**src/rtl/page_ecc.sv**
```systemverilog
module page_ecc #(
  parameter int DW = 16,
  parameter int AW = 12,
  parameter int BW = 4,
  parameter int CW = 13
) (
  input  logic          clk,
  input  logic          rst_n,
  input  logic          clr,
  input  logic          wide,
  input  logic [1:0]    page_sel,
  input  logic          strobe,
  input  logic [DW-1:0] din,
  output logic [15:0]   parity_out,
  output logic [15:0]   nparity_out,
  output logic          done,
  output logic          err_rec,
  output logic          err_mul,
  output logic          err_code
);
  localparam int IW = AW + BW;

  logic [CW-1:0] cnt, pw, total, k;
  logic [IW-1:0] p_acc, np_acc, p_d, np_d;
  logic          in_page, nz, single, onebit, mul;

  assign pw      = wide ? (CW'(264) << page_sel) : (CW'(528) << page_sel);
  assign total   = pw + (wide ? CW'(2) : CW'(4));
  assign in_page = cnt < pw;
  assign k       = cnt - pw;

  always_comb begin
    p_d  = '0;
    np_d = '0;
    for (int j = 0; j < DW; j++) begin
      if ((wide || j < 8) && din[j]) begin
        p_d  = p_d  ^ {cnt[AW-1:0], BW'(j)};
        np_d = np_d ^ ~{cnt[AW-1:0], BW'(j)};
      end
    end
  end

  always_ff @(posedge clk or negedge rst_n) begin
    if (!rst_n) begin
      cnt    <= '0;
      p_acc  <= '0;
      np_acc <= '0;
      done   <= 1'b0;
    end else if (clr) begin
      cnt    <= '0;
      p_acc  <= '0;
      np_acc <= '0;
      done   <= 1'b0;
    end else if (strobe && !done) begin
      cnt <= cnt + 1'b1;
      if (in_page) begin
        p_acc  <= p_acc ^ p_d;
        np_acc <= np_acc ^ np_d;
      end else if (wide) begin
        if (k[0]) np_acc <= np_acc ^ din[15:0];
        else      p_acc  <= p_acc ^ din[15:0];
      end else begin
        case (k[1:0])
          2'd0: p_acc[7:0]   <= p_acc[7:0]   ^ din[7:0];
          2'd1: p_acc[15:8]  <= p_acc[15:8]  ^ din[7:0];
          2'd2: np_acc[7:0]  <= np_acc[7:0]  ^ din[7:0];
          default: np_acc[15:8] <= np_acc[15:8] ^ din[7:0];
        endcase
      end
      if (cnt == total - 1'b1) done <= 1'b1;
    end
  end

  assign nz     = |{np_acc, p_acc};
  assign single = (p_acc == ~np_acc);
  assign onebit = $onehot({np_acc, p_acc});
  assign mul    = nz && !single && !onebit;

  assign err_rec     = done && nz;
  assign err_mul     = done && mul;
  assign err_code    = done && onebit;
  assign parity_out  = !done ? p_acc : mul ? 16'hFFFF : single ? p_acc : 16'h0000;
  assign nparity_out = np_acc;


  flag_excl_chk: assert property (@(posedge clk) disable iff (!rst_n)
    !(err_mul && err_code));


  flag_rec_chk: assert property (@(posedge clk) disable iff (!rst_n)
    (err_mul || err_code) |-> err_rec);


  done_hold_chk: assert property (@(posedge clk) disable iff (!rst_n)
    (done && !clr) |=> (done && $stable(parity_out) && $stable(nparity_out)));


  clr_zero_chk: assert property (@(posedge clk) disable iff (!rst_n)
    clr |=> (!done && parity_out == 16'h0 && nparity_out == 16'h0));


  flags_idle_chk: assert property (@(posedge clk) disable iff (!rst_n)
    !done |-> !(err_rec || err_mul || err_code));
endmodule

```
**config.mk**
```make
export PLATFORM = sky130hd
export DESIGN_NAME = page_ecc
export DESIGN_NICKNAME = d
export VERILOG_FILES = /design/src/rtl/page_ecc.sv
export SDC_FILE = /design/constraint.sdc
export NUM_CORES = 1
export LEC_CHECK = 0
export BUFFER_PORTS_ARGS = -buffer_cell sky130_fd_sc_hd__buf_2
export CORE_UTILIZATION = 27
export CTS_CLUSTER_DIAMETER = 150
export DETAILED_ROUTE_END_ITERATION = 10
export PLACE_DENSITY = 0.5
export SETUP_SLACK_MARGIN = 0.5
export SYNTH_ARGS = -nofsm -noshare
export SYNTH_HDL_FRONTEND = slang
export SYNTH_SLANG_ARGS = --single-unit
```
**constraint.sdc**
```tcl
create_clock -name clk -period 17.1 [get_ports clk]
set_input_delay 0 -clock clk [delete_from_list [all_inputs] [get_ports clk]]
set_output_delay 0 -clock clk [all_outputs]
set_load 0.1 [all_outputs]
```
Word-level counts from Yosys, hierarchy flattened
Index checks and enable logic that the tools add are counted.
Word-level totals
  register bits after elaboration: 46
  input port bits: 23
  output and inout bits: 36
  word-level logic and storage cells: 193
Operators by class
  add/sub/neg operators: 35
  $lt $le $gt $ge: 1
  eq/ne operators: 8
  shift-type cells: 2
  multiplexer cells: 56
  bitwise gates (word level): 55
  reductions and logical operators: 30
Operators by type and width (count)
  two-way mux 16 bit: 45
  XOR 16 bit: 34
  inverter 16 bit: 17
  two-way mux 13 bit: 3
  adder 1 x 1 -> 2 bit: 16
  two-way mux 8 bit: 4
  OR reduction 32 bit: 1
  XOR 8 bit: 4
  adder 2 x 2 -> 3 bit: 8
  adder 3 x 3 -> 4 bit: 4
  equality test 16 bit: 1
  logical AND 1 bit: 14
  adder 13 x 1 -> 13 bit, second input constant: 1
  adder 13 x 3 -> 13 bit: 1
  equality test 13 bit: 1
  < comparator 13 bit: 1
  left shift 10 x 2 -> 13 bit, first input constant: 1
  left shift 9 x 2 -> 13 bit, first input constant: 1
  subtractor 13 x 1 -> 13 bit, second input constant: 1
  AND reduction 3 bit: 4
  nonzero test 4 bit: 3
  adder 4 x 4 -> 5 bit: 2
  adder 5 x 5 -> 6 bit: 1
  equality test 6 x 1 -> 1 bit, second input constant: 1
  other kinds (13): 18

Depth between registers and ports, before layout
Gate-level depths: netlist of run 1.
  depth after elaboration: 36
  mapped depth: 18
  gate-level depth less buffers: 17

Least setup slack after synthesis of run 1
OpenSTA, ideal clock, no wires.
  path type: reg-to-output
  start: reg np_acc[7] (netlist: nparity_out[7])
  end: out parity_out[10]
  data arrival time: 7341 ps
  data required time: 17100 ps
  setup slack: 9759 ps
  stages on the path, launching flop included: 17
  buffers on the path: 1
  cell sequence: dfrtp_1 fa_1 fa_1 fa_1 fa_1 fa_1 inv_1 fa_1 inv_1 ha_1 fa_1 nand3_1 o21ai_0 and4b_1 nor3b_1 clkbuf_1 a21o_1
On the way
  cells in the longest elaborated chain, start to end: 10
  elaborated cells between the ends (all ways): 16
  those cells by class: 5 x add/sub; 2 x eq/ne; 3 x mux; 1 x bitwise; 5 x reduce/logical
RTL lines
  from (decl): RTL line 24  | logic [IW-1:0] p_acc, np_acc, p_d, np_d;
  from (signal assigned): RTL line 58  | np_acc <= np_acc ^ np_d;
  from (signal assigned): RTL line 60  | if (k[0]) np_acc <= np_acc ^ din[15:0];
  from (signal assigned): RTL line 66  | 2'd2: np_acc[7:0] <= np_acc[7:0] ^ din[7:0];
  adder 1 x 1 -> 2 bit (implied by the code): RTL line 76  | assign onebit = $onehot({np_acc, p_acc});
  adder 2 x 2 -> 3 bit (implied by the code): RTL line 76
  adder 3 x 3 -> 4 bit (implied by the code): RTL line 76
  adder 4 x 4 -> 5 bit (implied by the code): RTL line 76
  adder 5 x 5 -> 6 bit (implied by the code): RTL line 76
  equality test 6 x 1 -> 1 bit: RTL line 76
  zero test 1 bit: RTL line 77  | assign mul = nz && !single && !onebit;
  logical AND 1 bit: RTL line 77
  two-way mux 16 bit * (2 in series): RTL line 82  | assign parity_out = !done ? p_acc : mul ? 16'hFFFF : single ? p_acc : 16'h0000;
  to (decl): RTL line 14  | output logic [15:0] parity_out,
Every way passes the cells marked *; elsewhere a longest branch is shown, timed or not.

Worst setup path after layout of run 1
  start: reg np_acc[11] (netlist: nparity_out[11])
  end: out parity_out[10]
The elaborated chain is that of the path after synthesis.

==> results of run 1 <==
area by class of cell:
type | instances | area [um2] | area share [%]
clock buffers | 6 | 129 | 2.26
clock inverters | 2 | 37.5 | 0.657
inverters | 51 | 191 | 3.35
multi-input cells | 458 | 3590 | 62.9
flip-flops and latches | 46 | 1150 | 20.1
well taps | 229 | 287 | 5.02
repair buffers | 62 | 323 | 5.65
flip-flops by register name, indices dropped and copies added (netlist names):
signal,count
done,1
cnt,13
p_acc,16
nparity_out,16
cell usage in the layout (no fill, tap or decap), types with 2 or more instances in the layout:
cell type,count
sky130_fd_sc_hd__a211oi_1,9
sky130_fd_sc_hd__a21o_1,19
sky130_fd_sc_hd__a21oi_1,35
sky130_fd_sc_hd__a32oi_1,4
sky130_fd_sc_hd__and2_1,2
sky130_fd_sc_hd__and3_1,7
sky130_fd_sc_hd__buf_2,58
sky130_fd_sc_hd__buf_4,3
sky130_fd_sc_hd__clkbuf_16,5
sky130_fd_sc_hd__dfrtp_1,46
sky130_fd_sc_hd__fa_1,24
sky130_fd_sc_hd__ha_1,30
sky130_fd_sc_hd__inv_1,51
sky130_fd_sc_hd__mux2_2,17
sky130_fd_sc_hd__mux2i_1,9
sky130_fd_sc_hd__nand2_1,24
sky130_fd_sc_hd__nand2b_1,8
sky130_fd_sc_hd__nand3_1,8
sky130_fd_sc_hd__nand4_1,12
sky130_fd_sc_hd__nor2_1,47
sky130_fd_sc_hd__nor2b_1,11
sky130_fd_sc_hd__nor3_1,9
sky130_fd_sc_hd__nor4_1,16
sky130_fd_sc_hd__o211ai_1,8
sky130_fd_sc_hd__o211ai_2,2
sky130_fd_sc_hd__o21a_1,4
sky130_fd_sc_hd__o21ai_0,32
sky130_fd_sc_hd__o221ai_1,2
sky130_fd_sc_hd__o31ai_1,2
sky130_fd_sc_hd__or3_1,16
sky130_fd_sc_hd__xnor2_1,37
sky130_fd_sc_hd__xor2_1,43
sky130_fd_sc_hd__xor2_2,2
path summary, 6_finish.rpt:
kind | end | slack (ps) | cells after the start
min reg2reg | cnt[1]$_DFFE_PN0P_ | 610 | 2
min | nparity_out[7]$_DFFE_PN0P_ | 210 | 4
max | parity_out[10] | 10740 | 18
max reg2reg | p_acc[7]$_DFFE_PN0P_ | 13430 | 8
max in group asynchronous | nparity_out[6]$_DFFE_PN0P_ | 16300 | 3
min in group asynchronous | cnt[12]$_DFFE_PN0P_ | 370 | 3
worst max-delay path: stages, from the launching register on:
cell	delay, ps
sky130_fd_sc_hd__dfrtp_1	470
sky130_fd_sc_hd__fa_1	550
sky130_fd_sc_hd__inv_1	50
sky130_fd_sc_hd__fa_1	480
sky130_fd_sc_hd__inv_1	50
sky130_fd_sc_hd__fa_1	520
sky130_fd_sc_hd__fa_1	430
sky130_fd_sc_hd__fa_1	490
sky130_fd_sc_hd__inv_1	50
sky130_fd_sc_hd__fa_1	480
sky130_fd_sc_hd__inv_1	40
sky130_fd_sc_hd__ha_1	210
sky130_fd_sc_hd__fa_1	440
sky130_fd_sc_hd__nand3_1	90
sky130_fd_sc_hd__o21ai_0	70
sky130_fd_sc_hd__and4b_1	230
sky130_fd_sc_hd__nor3b_2	830
sky130_fd_sc_hd__a21o_1	150
sky130_fd_sc_hd__buf_2	430
cells by family after synthesis:
kind of cell    after synthesis
compound gates              127
mux                          27
xor+xnor                     84
simple gates                166
buf+inv                      79
fa+ha+maj                    54
flops                        46
stage by stage:
stage,instances,setup WS (ps),cell area (um2)
final,854,10740,5710
after global routing,854,10450,5710
after CTS,854,10740,5710
after detailed placement,845,11060,5540
after global placement,845,11180,5540
after floorplan,583,9760,5050
metal layers:
layer  part of all wire [%]  GRT usage [%]  up-vias
met5                      0              0        -
met3                    4.3           1.48       20
met2                     47           27.6       91
met4                    1.5           4.09        0
met1                     47           23.5     2157
li1                       -              -     2091
synthesized netlist by cell type, types with 11 or more instances:
library cell / instances
sky130_fd_sc_hd__a21o_1: 19
sky130_fd_sc_hd__a21oi_1: 35
sky130_fd_sc_hd__clkbuf_1: 24
sky130_fd_sc_hd__dfrtp_1: 46
sky130_fd_sc_hd__fa_1: 24
sky130_fd_sc_hd__ha_1: 30
sky130_fd_sc_hd__inv_1: 51
sky130_fd_sc_hd__mux2_2: 17
sky130_fd_sc_hd__nand2_1: 24
sky130_fd_sc_hd__nand4_1: 12
sky130_fd_sc_hd__nor2_1: 47
sky130_fd_sc_hd__nor2b_1: 11
sky130_fd_sc_hd__nor4_1: 16
sky130_fd_sc_hd__o21ai_0: 32
sky130_fd_sc_hd__or3_1: 16
sky130_fd_sc_hd__xnor2_1: 37
sky130_fd_sc_hd__xor2_1: 43
power groups by stage:
stage	combinational (mW)	sequential [mW]	clock (mW)
floorplan	0.421	0.248	0
global placement	0.620	0.168	0
detailed placement	0.655	0.169	0
CTS	0.659	0.167	0.117
global route	0.729	0.170	0.122
finish	0.659	0.166	0.115
repair_timing:
item                                    4_1_cts  5_1_grt
endpoints found under the setup margin        0        0
hold buffers                                  1        0
hold endpoints to repair                     46        0
==> impl.org, run 1 <==
** Floorplan
- The region available for standard cell placement spans 18100 um2.
- Core Rows :: 49
- Die Ht :: 139 um
- Once the floorplan was initialized, standard cells occupied 27.8% of the core.
- Area of the die :: 19200 um2
- Number of placed I/O pins :: 59
- X dimension of the die :: 139 um

** Cells and area
- Net count of the finished layout :: 701
- Core utilization of the finished layout :: 31.5%
- Counting the fill cells in the layout gives 1929.
- The post-route netlist has 15.2% of its cells at a drive strength greater than 1.
- Post-synthesis to final-layout area growth :: 13.2%
- Final antenna diode count :: 0

** STA
- The max-slew violation count was 0.
- The clock period could shrink to 6360 ps.
- Setup violations remaining at the end of the flow were counted as 0.
- Measured against its own limit, the worst slew margin works out to 22.3%.
- Transition time of the tightest slew-check pin :: 1160 ps
- Worst clock skew :: 6.31 ps
- The final-report hold violation count is 0.
- Total Neg Setup Slack :: 0 ps
- Setup repair after global routing left no endpoint under its margin.
- Fin crit share :: 37.2%
- Post-Route Hold Slack :: 205 ps
- Derived from the worst setup path, the maximum achievable clock frequency is 157 MHz.

** Logic synthesis
- Of all cell types, the one taking the most synthesized area is sky130_fd_sc_hd__dfrtp_1.
- Counting flops and latches in the post-synthesis netlist gives 46.
- Unique masters post-synth :: 52
- Cells after synthesis :: 583
- Of the total synthesized cell area, the portion taken by AND, OR, NAND and NOR gates is 16.9%.
- Post-synthesis share of cell area spent on xor and xnor gates :: 15.3%
- Of the synthesized area, sequential elements account for 22.8%.
- Share of Yosys cell area claimed by the top area cell type :: 22.8%
- Share of cell area taken by muxes after synthesis :: 5.88%
- Adder-cell share of the synthesized area :: 17.0%
- Most frequently used flop master after synthesis :: sky130_fd_sc_hd__dfrtp_1
- In this run, synthesis inferred 0 flip-flops with an integrated enable.
- The number of nets in the synthesized netlist is 660.
- Largest family of logic cells by synthesized area :: adder cells
- Async SR Flop Fraction :: 100%
- Average cell area after synthesis :: 8.66 um2
- By area the synthesized netlist is led by sky130_fd_sc_hd__dfrtp_1, sky130_fd_sc_hd__fa_1, sky130_fd_sc_hd__xor2_1, sky130_fd_sc_hd__ha_1, sky130_fd_sc_hd__xnor2_1.
- Syn Std Cell Area :: 5050 um2
- The synthesized netlist devotes 16.1% of its cell area to compound gates.
- Yosys warnings :: 0

** Power
- Fraction of power spent switching nets :: 53.7%
- Of the total power, combinational logic draws 70.1%.
- Post-layout power :: 0.941 mW
- In this run, flip-flops and latches consume 17.7% of the power.
- Summed over all nets, the switching power comes to 0.505 mW.
- The share of total power dissipated in the clock network is 12.2%.
- Power Density :: 165 nW/um2
- Cell internal power was estimated by the tool at 0.435 mW.
- For this design the static power due to leakage is 2.73 nW.
- Largest voltage drop on the vdd net :: 0.115 mV

** Place
- Post-detail-place hpwl :: 12200 um
- Routability-driven placement finished with a final weighted congestion of 0.860.
- PortBufs :: 58

** Routing
- Per-cell routed wire length :: 18.5 um
- In this run the remaining antenna-violating nets after routing total 0.
- The routed layout has 4359 vias.
- In the routed layout, each cell is associated on average with a via count of 5.10.
- Total Routed Length :: 15800 um
- After detailed routing, the number of remaining DRC violations is 7.
- Detailed Routing Iterations Pass 1 :: 8
- After the first detailed-routing iteration, the DRC count stood at 388.

** Critical path
- At the worst endpoint, the arrival time is 6360 ps.
- STA classifies the critical path startpoint as a register.
- Tracing the worst setup path back leads to its startpoint at nparity_out[11]$_DFFE_PN0P_.
- Crit path capture type :: output pin
- The critical path is of the register to output pin type.
- For the worst setup path, the data required time is 17100 ps.
- Worst flop-to-flop path startpoint :: cnt[5]$_DFFE_PN0P_
- Maximum fanout along the worst path :: 17

** Global routing
- Total routing resource utilization after global routing :: 16.7%
- Entering global routing, the biggest net connects 64 pins.
- First-pass GRT wire length :: 25100 um
- The initial antenna violation count came to 0.
- Number of global-route vias before repair :: 4280
- For this run the aggregate overflow at the end of global routing stands at 0.

** Clock network
- The clock reaches the later pin of the worst-skew pair after 290 ps.
- Post-CTS Setup Repair Bufs :: 0
- CTS tree :: yes
- Max Buffers Root-to-Sink :: 2
- CTS built an H-tree with a depth of 2.
- Clock tree synthesis inserted a total of 5 buffers.
- Gates resized during post-CTS repair numbered 0.
- Clk slew on worst S/H paths :: 70 ps
- CTS sink cnt :: 46
- Cell at the root of the clock tree :: sky130_fd_sc_hd__clkbuf_16

** Worst hold path
- The worst hold path belongs to the class input pin to register.
- Worst hold path startpoint :: din[7]

** Run status
- The run finished, with violations left.
- The checks that failed: DRC.

** Job
- Max-cap violations in this run came to 0.
Note: power is estimated with default switching activity, not from simulation.
==> run 2: changes to the inputs <==
- ABC_AREA: unset -> 1
- clock period: 17.1 -> 6.3 ns (I/O delays scaled with it)
==> run 2 against run 1 <==
The run now ends clean. Sequential power rose by 140%. Area after synthesis up 12%. Die area is 12% higher. Power grew to 2.7 times the previous value. Setup slack got worse by 10000 ps. Sequential share of layout area is 2.8 points lower. Register-to-register slack worse by 10000 ps. Synthesized cell count grew 51%. Worst hold slack worse by 53 ps. First-iteration DRC count down 5.7%. Critical path type unchanged.
==> impl.org, run 2 <==
** Logic synthesis
- Most used standard cells in the synthesized netlist :: sky130_fd_sc_hd__nand2_1, sky130_fd_sc_hd__inv_1, sky130_fd_sc_hd__nand3_1
- After synthesis, the share of flip-flops with an asynchronous set or reset is 100%.
- Unique masters post-synth :: 35
- In this run the mean area of a mapped cell was 6.43 um2.
- Yosys printed 0 warnings.
- Sequential elements use 20.4% of the synthesized area.
- Top cells by area, synth :: sky130_fd_sc_hd__dfrtp_1, sky130_fd_sc_hd__nand2_1, sky130_fd_sc_hd__nand3_1, sky130_fd_sc_hd__inv_1, sky130_fd_sc_hd__fa_1
- The most common cell in the synthesized netlist is sky130_fd_sc_hd__nand2_1.
- Counting flops and latches in the post-synthesis netlist gives 46.
- The cell area that synthesis handed to floorplanning was 5650 um2.
- Most frequently used flop master after synthesis :: sky130_fd_sc_hd__dfrtp_1
- Nets in the synthesized netlist :: 956
- Of all cell types, the one taking the most synthesized area is sky130_fd_sc_hd__dfrtp_1.
- Yosys mapped a number of flops with a built-in enable equal to 0.
- Cells after synthesis :: 879
- Share of Yosys cell area claimed by the top area cell type :: 20.4%

** Power
- Fraction of power spent switching nets :: 52.7%
- The clock network accounts for 10.7% of the total power.
- Proportion of power drawn by combinational gates :: 73.7%
- Sequential share of power :: 15.5%
- Across the VDD grid, the largest voltage drop is 0.296 mV.
- Switching power summed over all nets :: 1.33 mW
- For this design the ratio of total power to cell area is 376 nW/um2.
- Internal power contribution :: 1.20 mW
- Static leakage :: 3.59 nW

** STA
- Dividing the final minimum period by the clock period gives 91.2%.
- Max Clk Rate :: 174 MHz
- The final-report hold violation count is 0.
- Shortest clock period the worst path allows after layout :: 5750 ps
- Unrepaired setup endpoints after global routing :: true
- Final-report setup violation count :: 0
- Post-Route Hold Slack :: 152 ps
- For the pin with the worst max-slew slack, the measured transition is 1300 ps.
- Worst clock skew :: 12.5 ps
- Final slew viol count :: 0
- The worst pin sits at a relative slew slack of 13.2%.
- Total Neg Setup Slack :: 0 ps

** Clock network
- TritonCTS created 5 clock buffers.
- For this design, the sink count on the clock tree is 46.
- CTS tree :: yes
- Cell at the root of the clock tree :: sky130_fd_sc_hd__clkbuf_16
- Clk slew on worst S/H paths :: 70 ps
- At the later pin of the worst-skew pair, clock insertion delay measures 310 ps.
- In this run the deepest clock path goes through 2 buffers.
- The clock tree synthesis step divided the H-tree into 2 levels.

** Global routing
- Met2 Use GR :: 28.9%
- Pin count of the biggest net entering global routing :: 47
- Summed over all layers, the global routing overflow is 0.
- The first global-routing pass estimated 29300 um of wire.
- Total routing resource utilization after global routing :: 17.4%
- Global-route met1 utilization :: 24.2%
- Met3 track demand over resource in global routing :: 2.06%
- Number of global-route vias before repair :: 5340
- Initial antenna violation count :: 0
- In this run the most used layer during global routing was met2.

** Routing
- Total Routed Length :: 17900 um
- After detailed routing, the number of vias per cell comes to 4.70.
- The count of nets left with antenna violations once routing finished came out at 0.
- DRT iter0 DRCs :: 366
- DRC violations left :: 0
- Per-cell routed wire length :: 15.0 um
- Summing over every cut layer, the via total after detailed routing is 5630.
- The first TritonRoute pass finished after 6 iterations.

** Job
- Maxcap violations :: 0

** Place
- The count of buffers added on input and output ports is 58.
- Routability-driven placement congestion ratio :: 0.853
- Once detailed placement completed, the half-perimeter wirelength came to 14500 um.
- The number of placed instances, taps included, is 1186.

** Floorplan
- Number of placed I/O pins :: 59
- Placeable core region :: 20400 um2
- Area of the die :: 21500 um2
- Core Rows :: 52
- Die Ht :: 147 um
- X dimension of the die :: 147 um
- Starting density of the core :: 27.8%

** Critical path
- The worst setup path is of the register to output pin kind.
- Counting cells, the worst reg-to-reg path comes to 11.
- R2R setup slack :: 3150 ps
- Endpoint of the worst-slack reg-to-reg timing path :: p_acc[11]$_DFFE_PN0P_
- Data arrival time of the critical path :: 5750 ps
- CP Launch Type :: register
- Required time reported for the critical path endpoint :: 6300 ps
- Crit path capture type :: output pin
- Maximum fanout along the worst path :: 6
- Worst flop-to-flop path startpoint :: cnt[10]$_DFFE_PN0P_

** Cells and area
- In the layout the commonest cells are sky130_fd_sc_hd__nand2_1, sky130_fd_sc_hd__inv_1, sky130_fd_sc_hd__nand3_1, sky130_fd_sc_hd__nor2_1, sky130_fd_sc_hd__buf_2.
- Most common cell after layout, fill and taps aside :: sky130_fd_sc_hd__nand2_1
- Proportion of layout cells with a drive suffix above 1 :: 13.1%
- Post-synthesis to final-layout area growth :: 19.1%
- 0 antenna diodes ended up in the layout.
- For this run, the share of the core covered by cells in the final layout is 33.1%.
- The finished layout holds 1198 standard cells, fillers aside.
- After the last flow step, the layout net total stands at 1004.

** Run status
- The run finished with clean final reports.

** Worst hold path
- Worst hold path startpoint :: strobe
- The path with the worst hold slack has its endpoint at cnt[2]$_DFFE_PN0P_.
- Along the worst hold path, the cell count comes to 5.
- The tightest min-delay check is of the input pin to register type.
==> run 2: changes by cell type in the layout (fill, tap and decap cells not counted), moves of 22 or more <==
cell | previous run | this run
sky130_fd_sc_hd__inv_1 | 51 | 131
sky130_fd_sc_hd__nand2_1 | 24 | 263
sky130_fd_sc_hd__nand3_1 | 8 | 102
sky130_fd_sc_hd__nand4_1 | 12 | 35
sky130_fd_sc_hd__nor2_1 | 47 | 77
sky130_fd_sc_hd__xnor2_1 | 37 | 15
==> run 2: per-layer routing <==
metal,part of all wire (%),up-vias
li1,-,2896
met1,48,2606
met2,48,116
met3,3.2,12
met4,0.95,0
met5,0,-
==> run 2: repair_timing <==
item	CTS	global route
setup buffers	1	1
cloned	1	0
gates resized for setup	5	15
hold endpoints to repair	46	0
endpoints found under the setup margin	17	17
hold buffers	1	0
pin swaps	2	5
==> run 2: layout make-up <==
class	instances	area, um2
fill	2244	13600
multi-input combinational	672	3930
sequential	46	1170
timing repair buffer	65	647
inverter	137	518
tap	270	338
clock buffer	6	129
clock inverter	2	10.0
==> run 2: logic make-up (layout without fill, tap and decap cells) <==
family / Yosys count / count (layout) / synth area share [%]
compound gates: 62 / 62 / 6.13
xor+xnor: 41 / 41 / 6.86
fa+ha+maj: 54 / 54 / 15.1
buf+inv: 161 / 210 / 11.5
flops: 46 / 46 / 20.4
simple gates: 515 / 515 / 40.0
==> run 2: stage by stage <==
step	power, mW	area [um2]	worst slack [ps]
after floorplan	1.75	5710	386
final	2.53	6730	552
after CTS	2.48	6660	520
after global placement	2.12	6480	805
after global routing	2.87	6730	275
after detailed placement	2.16	6480	719
==> run 2: how the worst max path moves through the flow <==
stage	startpoint	to	slack, ps	cells past startpoint
floorplan	nparity_out[11]$_DFFE_PN0P_	parity_out[0]	390	17
global placement	nparity_out[11]$_DFFE_PN0P_	parity_out[3]	800	19
detailed placement	nparity_out[11]$_DFFE_PN0P_	parity_out[3]	720	19
CTS	nparity_out[13]$_DFFE_PN0P_	parity_out[0]	520	19
global route	nparity_out[11]$_DFFE_PN0P_	parity_out[2]	270	19
finish	nparity_out[13]$_DFFE_PN0P_	parity_out[2]	550	19
==> run 2: power by group through the flow <==
stage          combinational (mW)  clock, mW  sequential (mW)
2_1_floorplan                1.21          0            0.542
3_3_place_gp                 1.72          0            0.398
3_5_place_dp                 1.76          0            0.400
4_1_cts                      1.81      0.280            0.393
5_1_grt                      2.18      0.290            0.401
6_report                     1.87      0.272            0.393
==> run 2: worst max-delay path: stages (launching register included) <==
cell                        delay (ps)
sky130_fd_sc_hd__dfrtp_4           510
sky130_fd_sc_hd__fa_1              520
sky130_fd_sc_hd__inv_1              50
sky130_fd_sc_hd__fa_1              470
sky130_fd_sc_hd__inv_1              50
sky130_fd_sc_hd__fa_1              450
sky130_fd_sc_hd__fa_1              480
sky130_fd_sc_hd__fa_1              490
sky130_fd_sc_hd__inv_1              50
sky130_fd_sc_hd__fa_1              480
sky130_fd_sc_hd__inv_1              40
sky130_fd_sc_hd__ha_2              170
sky130_fd_sc_hd__fa_1              440
sky130_fd_sc_hd__nor4_1            270
sky130_fd_sc_hd__nor3b_2           200
sky130_fd_sc_hd__inv_1              80
sky130_fd_sc_hd__nand4_1           190
sky130_fd_sc_hd__buf_6             170
sky130_fd_sc_hd__o21ai_2            70
sky130_fd_sc_hd__clkbuf_16         250
==> run 3: changes to the inputs <==
- CORE_ASPECT_RATIO: unset -> 1.75
- REMOVE_ABC_BUFFERS: unset -> 1
==> run 3 against run 2 <==
Core utilization fell by 0.34 points. The run now ends with DRC left. Largest cell class unchanged. Maximum frequency rose by 0.79%. Critical path depth fell by 1. Setup slack improved by 45 ps.
==> impl.org, run 3 (same netlist as run 2, synthesis figures left out) <==
** STA
- Max Clk Rate :: 175 MHz
- Shortest clock period the worst path allows after layout :: 5700 ps
- Fin crit share :: 90.5%
- The final-report hold violation count came to 0.
- Hold timing on the final database bottoms out at a slack of 150 ps.
- Across the routed clock network, the largest skew measured is 12.6 ps.
- Setup violations remaining at the end of the flow were counted as 0.
- Transition time of the tightest slew-check pin :: 1030 ps
- Total Neg Setup Slack :: 0 ps
- Unrepaired setup endpoints after global routing :: true
- Max-slew headroom :: 31.2%
- Final slew viol count :: 0

** Cells and area
- Proportion of layout cells with a drive suffix above 1 :: 12.5%
- Leaving out fill and tap cells, the most frequent cell in the layout is sky130_fd_sc_hd__nand2_1.
- Net count of the finished layout :: 1008
- Post-synthesis to final-layout area growth :: 18.0%
- Summing all non-filler instances in the final layout gives an area of 6670 um2.
- Commonest cells after routing, fill and taps aside :: sky130_fd_sc_hd__nand2_1, sky130_fd_sc_hd__inv_1, sky130_fd_sc_hd__nand3_1, sky130_fd_sc_hd__nor2_1, sky130_fd_sc_hd__dfrtp_1
- Final antenna diode count :: 0

** Place
- Post-detail-place hpwl :: 15300 um
- Routability-driven placement congestion ratio :: 0.876
- Post-placement cell area :: 6140 um2
- Input and output buffers added on the ports amount to 58.

** Critical path
- Crit path capture type :: output pin
- Worst r2r path cells :: 12
- Worst Setup EP :: parity_out[15]
- Category of the most critical setup path :: register to output pin
- Endpoint of the worst-slack reg-to-reg timing path :: p_acc[3]$_DFFE_PN0P_
- Master of the slowest instance on the critical path :: sky130_fd_sc_hd__fa_1
- Maximum fanout along the worst path :: 8
- Worst flop-to-flop path startpoint :: cnt[8]$_DFFE_PN0P_
- CP Launch Type :: register
- R2R setup slack :: 3130 ps
- In this design, the stage delay of the slowest critical-path cell is 620 ps.
- By instance count, the cell type seen most on the critical path is sky130_fd_sc_hd__fa_1.
- The signal on the critical path passes through fa_1, fa_1, fa_1, fa_1, fa_1, inv_2, fa_1, inv_2, ha_4, fa_1, nor4_1, nor3b_2, inv_1, nand4_1, buf_6, clkbuf_16, o21ai_4, buf_12.
- STA puts the critical path data required time at 6300 ps.
- Data arrival time of the critical path :: 5700 ps
- Tracing the worst setup path back leads to its startpoint at nparity_out[0]$_DFFE_PN0P_.

** Routing
- DRT iter0 DRCs :: 294
- The count of nets left with antenna violations once routing finished came out at 0.
- Vias per cell :: 4.83
- Detailed routing inserted a total of 5689 vias.
- Detailed Routing Iterations Pass 1 :: 8
- After detailed routing, the average wire length per cell comes to 15.9 um.
- In the routed design, unresolved DRC markers number 12.
- Total Routed Length :: 18700 um

** Power
- Of the total power, the share spent switching nets is 52.9%.
- Largest voltage drop on the vdd net :: 0.269 mV
- Internal power contribution :: 1.21 mW
- Switching power summed over all nets :: 1.36 mW
- Per report_power, the sequential group accounts for 15.2% of the total.
- Clock power frac :: 12.3%
- Power Density :: 385 nW/um2
- Static leakage :: 3.62 nW
- Per report_power, the combinational group accounts for 72.5% of the total.

** Clock network
- Clock latency at the later pin of the worst-skew pair :: 300 ps
- The root buffer cell chosen for the clock tree is sky130_fd_sc_hd__clkbuf_16.
- Max Buffers Root-to-Sink :: 2
- Counting every sink on the clock net gives 46.
- Number of H-tree levels :: 2
- TritonCTS built the clock tree.
- Buffers inserted during clock tree synthesis total 5.
- Clk slew on worst S/H paths :: 60 ps

** Run status
- Status :: finished, violations left
- The final reports fail on DRC.

** Global routing
- Total routing resource utilization after global routing :: 17.5%
- The first global-routing pass estimated 29200 um of wire.
- The number of global-route vias before repair is 5446.
- Overall overflow remaining after global route :: 0
- The initial antenna violation count is 1.
- Pin count of the biggest net entering global routing :: 47

** Floorplan
- Area of the die :: 21500 um2
- Starting density of the core :: 27.7%
- Core Rows :: 69
- 59 I/O pins were placed.
- Placeable core region :: 20400 um2
- X dimension of the die :: 111 um
- Die Ht :: 193 um

** Job
- Maxcap violations :: 0

** Worst hold path
- Type of the worst min-delay path :: input pin to register
[run 3: cell count changes in the layout (fill, tap and decap cells not counted), sizes merged]
| cell | before | now |
|---|---|---|
| buf | 57 | 61 |
| clkinv | 2 | 0 |
| bufinv | 0 | 1 |
| clkinvlp | 1 | 0 |
| inv | 136 | 137 |
[run 3: through the flow]
stage | power [mW] | utilization, % | std cells | worst slack [ps]
after floorplan | 1.72 | - | 855 | -167
after global placement | 2.08 | 30.1 | 1164 | 524
after detailed placement | 2.11 | 30.1 | 1164 | 461
after CTS | 2.49 | 31.3 | 1173 | 504
after global routing | 2.83 | 32.7 | 1179 | 471
final | 2.57 | 32.7 | 1179 | 597
[run 3: area by class of cell]
class                      instances  area (um2)
timing repair buffer              69         602
tap                              248         310
clock inverter                     1        30.0
clock buffer                       6         139
inverter                         137         514
multi-input combinational        672        3920
sequential                        46        1150
fill                            2241       13700
[run 3: metal layers]
metal / vias to the layer above / global-route usage, % / share of wire (%)
met5: - / 0 / 0.053
met3: 40 / 1.50 / 2.8
met2: 117 / 33.4 / 54
met4: 2 / 10.2 / 5.3
met1: 2626 / 18.3 / 38
li1: 2904 / - / -
[run 3: worst min-delay path by stage]
stage | from | to | slack, ps | depth (start not counted)
after detailed placement | rst_n | nparity_out[12]$_DFFE_PN0P_ | 150 | 2
final | strobe | cnt[2]$_DFFE_PN0P_ | 150 | 5
after floorplan | rst_n | cnt[0]$_DFFE_PN0P_ | -300 | 0
after global routing | strobe | cnt[2]$_DFFE_PN0P_ | 170 | 5
after CTS | strobe | cnt[2]$_DFFE_PN0P_ | 150 | 5
after global placement | rst_n | cnt[12]$_DFFE_PN0P_ | 150 | 2
[run 3: worst max-delay path, delay by kind of cell (launching register included)]
kind	cells	cell delay, ps
adder cells (fa/ha/maj)	8	3710
AO/OA/AOI/OAI	1	60
buffers and inverters	6	680
AND/OR/NAND/NOR	3	500
flip-flops	1	440
[run 3: power groups by stage]
stage	Sequential (mW)	Combinational [mW]	Clock, mW
global route	0.398	2.10	0.332
floorplan	0.537	1.18	0
CTS	0.391	1.77	0.324
detailed placement	0.397	1.71	0
global placement	0.394	1.69	0
finish	0.390	1.86	0.315
[run 3: repair_timing]
item / 4_1_cts / 5_1_grt
cloned: 0 / 2
hold buffers: 1 / 0
setup buffers: 1 / 4
pin swaps: 1 / 8
setup endpoints to repair: 17 / 18
gates resized for setup: 17 / 87
endpoints found under the hold margin: 46 / 0
